<file path="src/rtl/evgpio_pkg.sv">
package evgpio_pkg;
  localparam int SLOT_W = 8;
  typedef enum logic [1:0] {
    ACT_LEVEL = 2'd0,
    ACT_SET   = 2'd1,
    ACT_CLR   = 2'd2,
    ACT_TGL   = 2'd3
  } act_e;
endpackage

</file>
<file path="src/rtl/evgpio_cfg_reg.sv">
module evgpio_cfg_reg #(
  parameter int WIDTH = 32
) (
  input  logic             clk_i,
  input  logic             rst_ni,
  input  logic             wr_i,
  input  logic             lock_i,
  input  logic [WIDTH-1:0] wdata_i,
  output logic [WIDTH-1:0] cfg_o
);
  logic [WIDTH-1:0] cfg_d, cfg_q;
  logic             cfg_en;

  always_comb begin
    cfg_en = wr_i & ~lock_i;
    cfg_d  = wdata_i;
  end

  always_ff @(posedge clk_i or negedge rst_ni) begin
    if (!rst_ni)     cfg_q <= '0;
    else if (cfg_en) cfg_q <= cfg_d;
  end

  assign cfg_o = cfg_q;
endmodule

</file>
<file path="src/rtl/evgpio_chan_decode.sv">
module evgpio_chan_decode
  import evgpio_pkg::*;
#(
  parameter int NUM_PIN = 32,
  parameter int PID_W   = $clog2(NUM_PIN)
) (
  input  logic [SLOT_W-1:0]  slot_i,
  input  logic               evt_i,
  output logic [NUM_PIN-1:0] hit_o,
  output logic [1:0]         act_o
);
  logic             enable;
  logic             pending;
  logic [PID_W-1:0] pid;

  always_comb begin
    enable  = slot_i[SLOT_W-1];
    act_o   = slot_i[6:5];
    pid     = slot_i[PID_W-1:0];
    pending = enable & ((act_e'(act_o) == ACT_LEVEL) | evt_i);
  end

  for (genvar p = 0; p < NUM_PIN; p++) begin : g_pin
    assign hit_o[p] = pending && (pid == PID_W'(p));
  end
endmodule

</file>
<file path="src/rtl/evgpio_out_merge.sv">
module evgpio_out_merge
  import evgpio_pkg::*;
#(
  parameter int NUM_CH  = 4,
  parameter int NUM_PIN = 32
) (
  input  logic                             clk_i,
  input  logic                             rst_ni,
  input  logic [NUM_CH-1:0][NUM_PIN-1:0]   hit_i,
  input  logic [NUM_CH-1:0][1:0]           act_i,
  input  logic [NUM_CH-1:0]                evt_i,
  input  logic                             sw_wr_i,
  input  logic [NUM_PIN-1:0]               sw_wdata_i,
  output logic [NUM_PIN-1:0]               out_o
);
  logic [NUM_PIN-1:0] out_d, out_q;
  logic               out_en;
  logic               any_hit;

  always_comb begin
    any_hit = |hit_i;
    out_en  = sw_wr_i | any_hit;
    for (int p = 0; p < NUM_PIN; p++) begin
      out_d[p] = sw_wr_i ? sw_wdata_i[p] : out_q[p];
      // ascending scan: the last (highest) pending channel decides the pin
      for (int c = 0; c < NUM_CH; c++) begin
        if (hit_i[c][p]) begin
          unique case (act_e'(act_i[c]))
            ACT_LEVEL: out_d[p] = evt_i[c];
            ACT_SET:   out_d[p] = 1'b1;
            ACT_CLR:   out_d[p] = 1'b0;
            ACT_TGL:   out_d[p] = ~out_q[p];
            default:   out_d[p] = out_q[p];
          endcase
        end
      end
    end
  end

  always_ff @(posedge clk_i or negedge rst_ni) begin
    if (!rst_ni)     out_q <= '0;
    else if (out_en) out_q <= out_d;
  end

  assign out_o = out_q;
endmodule

</file>
<file path="src/rtl/evgpio_action_unit.sv">
module evgpio_action_unit
  import evgpio_pkg::*;
#(
  parameter int NUM_CH  = 4,
  parameter int NUM_PIN = 32,
  localparam int CFG_W  = NUM_CH * SLOT_W
) (
  input  logic               clk_i,
  input  logic               rst_ni,
  input  logic               cfg_wr_i,
  input  logic               cfg_lock_i,
  input  logic [CFG_W-1:0]   cfg_wdata_i,
  output logic [CFG_W-1:0]   cfg_rdata_o,
  input  logic               out_wr_i,
  input  logic [NUM_PIN-1:0] out_wdata_i,
  input  logic [NUM_CH-1:0]  evt_i,
  output logic [NUM_PIN-1:0] pin_out_o
);
  logic [1:0] rst_sync_q;
  logic       rst_sync_n;

  always_ff @(posedge clk_i or negedge rst_ni) begin
    if (!rst_ni) rst_sync_q <= 2'b00;
    else         rst_sync_q <= {rst_sync_q[0], 1'b1};
  end
  assign rst_sync_n = rst_sync_q[1];

  logic [CFG_W-1:0]                 cfg;
  logic [NUM_CH-1:0][NUM_PIN-1:0]   hit;
  logic [NUM_CH-1:0][1:0]           act;

  evgpio_cfg_reg #(.WIDTH(CFG_W)) u_cfg (
    .clk_i   (clk_i),
    .rst_ni  (rst_sync_n),
    .wr_i    (cfg_wr_i),
    .lock_i  (cfg_lock_i),
    .wdata_i (cfg_wdata_i),
    .cfg_o   (cfg)
  );

  for (genvar c = 0; c < NUM_CH; c++) begin : g_ch
    evgpio_chan_decode #(.NUM_PIN(NUM_PIN)) u_dec (
      .slot_i (cfg[c*SLOT_W +: SLOT_W]),
      .evt_i  (evt_i[c]),
      .hit_o  (hit[c]),
      .act_o  (act[c])
    );
  end

  evgpio_out_merge #(.NUM_CH(NUM_CH), .NUM_PIN(NUM_PIN)) u_merge (
    .clk_i      (clk_i),
    .rst_ni     (rst_sync_n),
    .hit_i      (hit),
    .act_i      (act),
    .evt_i      (evt_i),
    .sw_wr_i    (out_wr_i),
    .sw_wdata_i (out_wdata_i),
    .out_o      (pin_out_o)
  );

  assign cfg_rdata_o = cfg;
endmodule

</file>
<file path="config.mk">
export PLATFORM = sky130hd
export DESIGN_NAME = evgpio_action_unit
export DESIGN_NICKNAME = d
export VERILOG_FILES = /design/src/rtl/evgpio_pkg.sv /design/src/rtl/evgpio_cfg_reg.sv /design/src/rtl/evgpio_chan_decode.sv /design/src/rtl/evgpio_out_merge.sv /design/src/rtl/evgpio_action_unit.sv
export SDC_FILE = /design/constraint.sdc
export NUM_CORES = 1
export LEC_CHECK = 0
export BUFFER_PORTS_ARGS = -buffer_cell sky130_fd_sc_hd__buf_2
export CAP_MARGIN = 20
export CORE_MARGIN = 5
export CORE_UTILIZATION = 57
export CTS_BUF_LIST = sky130_fd_sc_hd__clkbuf_16
export CTS_CLUSTER_SIZE = 30
export DETAILED_ROUTE_END_ITERATION = 12
export PLACE_DENSITY = 0.82
export REMOVE_ABC_BUFFERS = 1
export SLEW_MARGIN = 20
export SYNTH_ARGS = -nofsm -noshare
export SYNTH_HDL_FRONTEND = slang
export SYNTH_HIERARCHICAL = 1
export SYNTH_SLANG_ARGS = --single-unit
</file>
<file path="constraint.sdc">
create_clock -name clk_i -period 2.45 [get_ports clk_i]
set_input_delay 0.1225 -clock clk_i [delete_from_list [all_inputs] [get_ports clk_i]]
set_output_delay 0.1225 -clock clk_i [all_outputs]
set_load 0.01 [all_outputs]
</file>
# Word-level counts from Yosys, hierarchy flattened

Cells that the tools add are included.

Add/subtract/negate cells: 0
Multiply operators: 0
Divide/modulo/power cells: 0
Order comparisons: 0
Equality and inequality tests: 136
Shifts and indexed selects: 0
Multiplexer cells: 288
Bitwise logic cells: 43
Reductions and logical operators: 201

Operators with widths:

| cell               | count |
|---|---|
| $pmux 1 s4         | 128 |
| $eq 5x5->1 const B | 64 |
| $eq 5x4->1 const B | 32 |
| $mux 1             | 160 |
| $reduce_bool 5->1  | 32 |
| $logic_and 1x1->1  | 128 |
| $reduce_or 128->1  | 1 |
| $eq 5x3->1 const B | 16 |
| $reduce_and 2->1   | 32 |
| $eq 5x2->1 const B | 8 |
| $not 1->1          | 33 |
| $eq 5x1->1 const B | 4 |
| $logic_not 5->1    | 4 |
| $eq 2x2->1 const B | 8 |
| $eq 2x1->1 const B | 4 |
| $logic_not 2->1    | 4 |
| $and 1x1->1        | 5 |
| $or 1x1->1         | 5 |

Bits in registers: 66
Bits in latches: 0
Memory bits (writable): 0
Bits in read-only memories: 0
Input bits: 73
Output and inout port bits: 64
Logic and storage cells: 702
Memories kept: 0

# Longest topological paths before layout

Word-level depth: 8
Mapped depth: 7
Depth with buffers taken out: 6

# Hierarchy

Netlist, hierarchy kept.

Modules (own cells, without submodules):

| module             | times used | cells an instance | area an instance (um^2) | seq. area each (um^2) |
|---|---|---|---|---|
| evgpio_out_merge   | 1          | 583               | 4,196.5                 | 800.8 |
| evgpio_cfg_reg     | 1          | 69                | 1,358.8                 | 800.8 |
| evgpio_chan_decode | 4          | 52                | 302.8                   | 0.0 |
| evgpio_action_unit | 1          | 3                 | 53.8                    | 50.0 |

# Least setup slack after synthesis

OpenSTA, ideal clock, no wires.

Kind: reg2reg
From: reg u_cfg.cfg_q[1] (netlist: u_cfg/cfg_o[1])
To: reg u_merge.out_q[16] (netlist: u_merge/out_o[16])
Library setup time: 110 ps
Arrival: 1,913 ps
Data required time: 2,340 ps
Setup slack: 427 ps
Cell stages (with the launch flop): 8
Path buffers: 1
Period minus slack after synthesis: 2,023 ps
Cells stage by stage: dfrtp_1 -> buf_2 -> or3_1 -> nor3_1 -> inv_1 -> a2111oi_0 -> a2111oi_0 -> o41ai_1

RTL lines:

| element                | line                   | RTL |
|---|---|---|
| start, declared        | evgpio_cfg_reg.sv:11   | `logic [WIDTH-1:0] cfg_d, cfg_q;` |
| start signal, assigned | evgpio_cfg_reg.sv:21   | `else if (cfg_en) cfg_q <= cfg_d;` |
| end signal, assigned   | evgpio_out_merge.sv:42 | `else if (out_en) out_q <= out_d;` |
| end, declared          | evgpio_out_merge.sv:16 | `logic [NUM_PIN-1:0] out_d, out_q;` |

==> summary.md <==
| Metric | Value |
|---|---|
| Clk network pwr share | 0.281 |
| Pin count of the biggest net entering global routing | 65 |
| Worst hold path class | input pin to flip-flop |
| Top cells by area, synth | dfrtp_1, nor3_1, nand2b_1, mux2_4, a2111oi_0 |
| Clk root buf | clkbuf_16 |
| Slew @ Worst Pin | around 1200 ps |
| Synth unique cells | 49 |
| Later-pin clock latency in the skew report | 350 ps |
| Full die area | ~0.014 mm2 |
| Main synth FF type | dfrtp_1 |
| Sequential share of power | 0.324 |
| FMAX | 407 MHz |
| Slew Limit Headroom | 0.220 |
| Layout cells sized above 1 | 0.277 |
| Yosys reg bits | 66 |
| Post-synthesis sequential area ratio | 0.242 |
| Gp weighted congestion | 0.994 |
| Post-synthesis mux area share | 0.0693 |
| NetSw | 2050 uW |
| Int Pwr | 2790 uW |
| Crit path time final | 2460 ps |
| Critical Path Fanout Max | 8 |
| Synth Area in Compound Gates | 0.262 |
| FFs w/ async S/R, synth | 1.00 |
| Drt wl/cell | 23.7 um |
| Placed Cells | around 1100 |
| I/O pin count | 137 |
| Worst setup EP type | flip-flop |
| Status | finished, violations left |
| Max Cap Viol | 0 |
| Cell count after synthesis | roughly 860 |
| Post-synth EDFFs | 0 |
| Worst clock skew | 7.27 ps |
| Synth warn | 6 |
| Final hold viol count | 0 |
| Failing checks | setup timing |
| Post-synthesis xor/xnor area fraction | 0 |
| Avg Inst Size Synth | 7.90 um2 |
| Synth area leader | dfrtp_1 |
| Number of global-route vias before repair | 7726 |
| Initial detailed-routing violation count | 1337 |
| Synthesized area | just under 0.007 mm2 |
| Clk sinks | 66 |
| GR Overflow Total | 0 |
| Clk buf depth | 2 |
| Adder-cell area share of the yosys netlist | 0 |
| Inserted Clock Buffers | 9 |
| Diodes inserted | 0 |
| Die Width | 119 um |
| Vias/cell | between 7 and 8 |
| Kind of critical path | flip-flop to flip-flop |
| GR Util All Layers | 0.365 |
| Starting density of the core | 0.575 |
| Worst vdd ir | 422 uV |
| H-tree levels | 3 |
| CORE AREA | 0.0119 mm2 |
| Die height | 119 um |
| Layout Utilization | 0.689 |
| Largest family of logic cells by synthesized area | simple AND/OR/NAND/NOR gates |
| Final WL | 27400 um |
| Via Count | 8291 |
| Power density over the cells | 592 mW/mm2 |
| Pre-antenna DRT Iters | 7 |
| Antenna Nets Post-Route | 0 |
| PnR worst setup slack | -5.84 ps |
| Finished Layout Cells | 1156 |
| Synth top area share | 0.242 |
| Clk pin slew, worst setup/hold paths | approximately 60 ps |
| Final Hold Slack | between 3 and 4 ps |
| Final net count | 1077 |
| Combinational share of power | 0.394 |
| Initial antenna violation count | 0 |
| Period utilization | 1.00 |
| Setup crit start kind | flip-flop |
| Worst EP arrival | 2670 ps |
| DR DRC count | 0 |
| First-pass GRT wire length | 41700 um |
| Worst Path Required | between 2000 and 3000 ps |
| Layout area overhead | 19.9% |
| Placed wire-length estimate | 17300 um |
| Net switching fraction of the power | 0.423 |
| Fin. max-slew vios | 0 |
| Final setup vio count | 1 |
| Post-Synth Simple-Gate Area | 0.353 |
| CTS tree | yes |
| Leakage power | around 0.0032 uW |
| Port Buf Inserts | around 140 |
| Row count | 40 |
layer usage:
layer | vias up | track usage | wire length [um]
met3 | 184 | 0.0959 | 3930
met1 | 3775 | 0.459 | 9990
li1 | 3586 | - | -
met2 | 746 | 0.555 | 11600
met5 | - | 0 | 0
met4 | 0 | 0.234 | 1920
power by group through the flow:
stage                     clock (uW)  combinational [uW]  sequential [uW]
after CTS                       1370                1820             1540
after detailed placement           0                1790             1560
after floorplan                    0                 876             1650
after global routing            1410                1990             1590
final                           1360                1910             1570
after global placement             0                1760             1550
through the flow:
stage	setup WS [ps]	instance area, um2	TNS, ps	power, uW
floorplan	-42.9	6450	-64.6	2530
global placement	229	7690	0	3320
finish	-5.84	8180	-5.84	4840
detailed placement	126	7690	0	3350
CTS	127	8130	0	4730
global route	-26.3	8180	-34.7	4990
layout by cell type, fill, tap and decap left out, types with 21 or more instances in the layout:
cell type / synthesis / routed
a21oi_1: 28 / 28
buf_4: 8 / 44
and2_1: 34 / 34
o211ai_1: 30 / 30
a211oi_1: 25 / 25
mux2_4: 30 / 30
nand2_1: 34 / 34
inv_1: 34 / 34
a2111oi_0: 38 / 36
nor3_1: 124 / 119
nand2b_1: 73 / 73
o21ai_0: 32 / 32
dfrtp_1: 66 / 63
nor4_1: 41 / 40
buf_2: 14 / 136
nor2_1: 22 / 21
worst max-delay path: stages, from the launching register on:
cell	delay, ps
dfrtp_1	480
or3b_1	570
nor3_1	480
nor2_1	90
a2111oi_0	550
o21ai_1	150
synthesized netlist by cell type (3+ instances only):
| library cell | count |
|---|---|
| nor3_1 | 124 |
| nand2b_1 | 73 |
| dfrtp_1 | 66 |
| nor4_1 | 41 |
| a2111oi_0 | 38 |
| clkbuf_1 | 38 |
| and2_1 | 34 |
| inv_1 | 34 |
| nand2_1 | 34 |
| o21ai_0 | 32 |
| mux2_4 | 30 |
| o211ai_1 | 30 |
| a21oi_1 | 28 |
| a211oi_1 | 25 |
| nor2_1 | 22 |
| o21a_1 | 19 |
| a221oi_1 | 17 |
| o21ai_1 | 17 |
| nand3b_1 | 16 |
| a21boi_0 | 15 |
| buf_2 | 14 |
| a31o_2 | 12 |
| nand4b_1 | 12 |
| or2_2 | 12 |
| or3b_1 | 12 |
| buf_4 | 8 |
| nand3_1 | 8 |
| a21boi_1 | 4 |
| nor2b_1 | 4 |
| nor4_2 | 4 |
| o21ba_2 | 4 |
| or3_1 | 4 |
| or3b_2 | 4 |
| buf_12 | 3 |
| buf_6 | 3 |
| or2b_1 | 3 |
path summary, 6_finish.rpt:
path / start / to / slack (ps) / cells past startpoint
max in group asynchronous: rst_sync_q[1] / u_cfg/cfg_o[1] / 1830 / 1
worst max register to register: u_cfg/cfg_o[15] / u_merge/out_o[0] / -6 / 5
worst min-delay path: cfg_wdata_i[24] / u_cfg/cfg_o[24] / 4 / 2
min in group asynchronous: rst_ni / rst_sync_q[1] / 90 / 2
worst min register to register: rst_sync_q[1] / u_cfg/cfg_o[29] / 290 / 1
worst max-delay path: u_cfg/cfg_o[15] / u_merge/out_o[0] / -6 / 5
registers in the layout, indices dropped and copies added, names as in the netlist:
register and cells:
u_merge/out_o 32, rst_sync_q 2, u_cfg/cfg_o 32
cell families after synthesis:
family	after synthesis
DFF	66
other	1
AOI/OAI and AO/OA	251
and+or+nand+nor	413
muxes	32
buffers and inverters	100
repair_timing:
item | CTS | global route
hold endpoints to repair | 15 | 0
resized for setup | 0 | 11
buffers inserted | 0 | 1
setup endpoints to repair | 0 | 7
hold buffers | 14 | 0
layout make-up:
cell class,instances,area (um2)
multi-input cells,697,4720
well taps,147,184
clock buffers,9,225
clock inverters,7,76.3
repair buffers,196,1190
flip-flops and latches,66,1660
fillers,993,3680
inverters,34,128
Note: power is estimated with default switching activity, not from simulation.
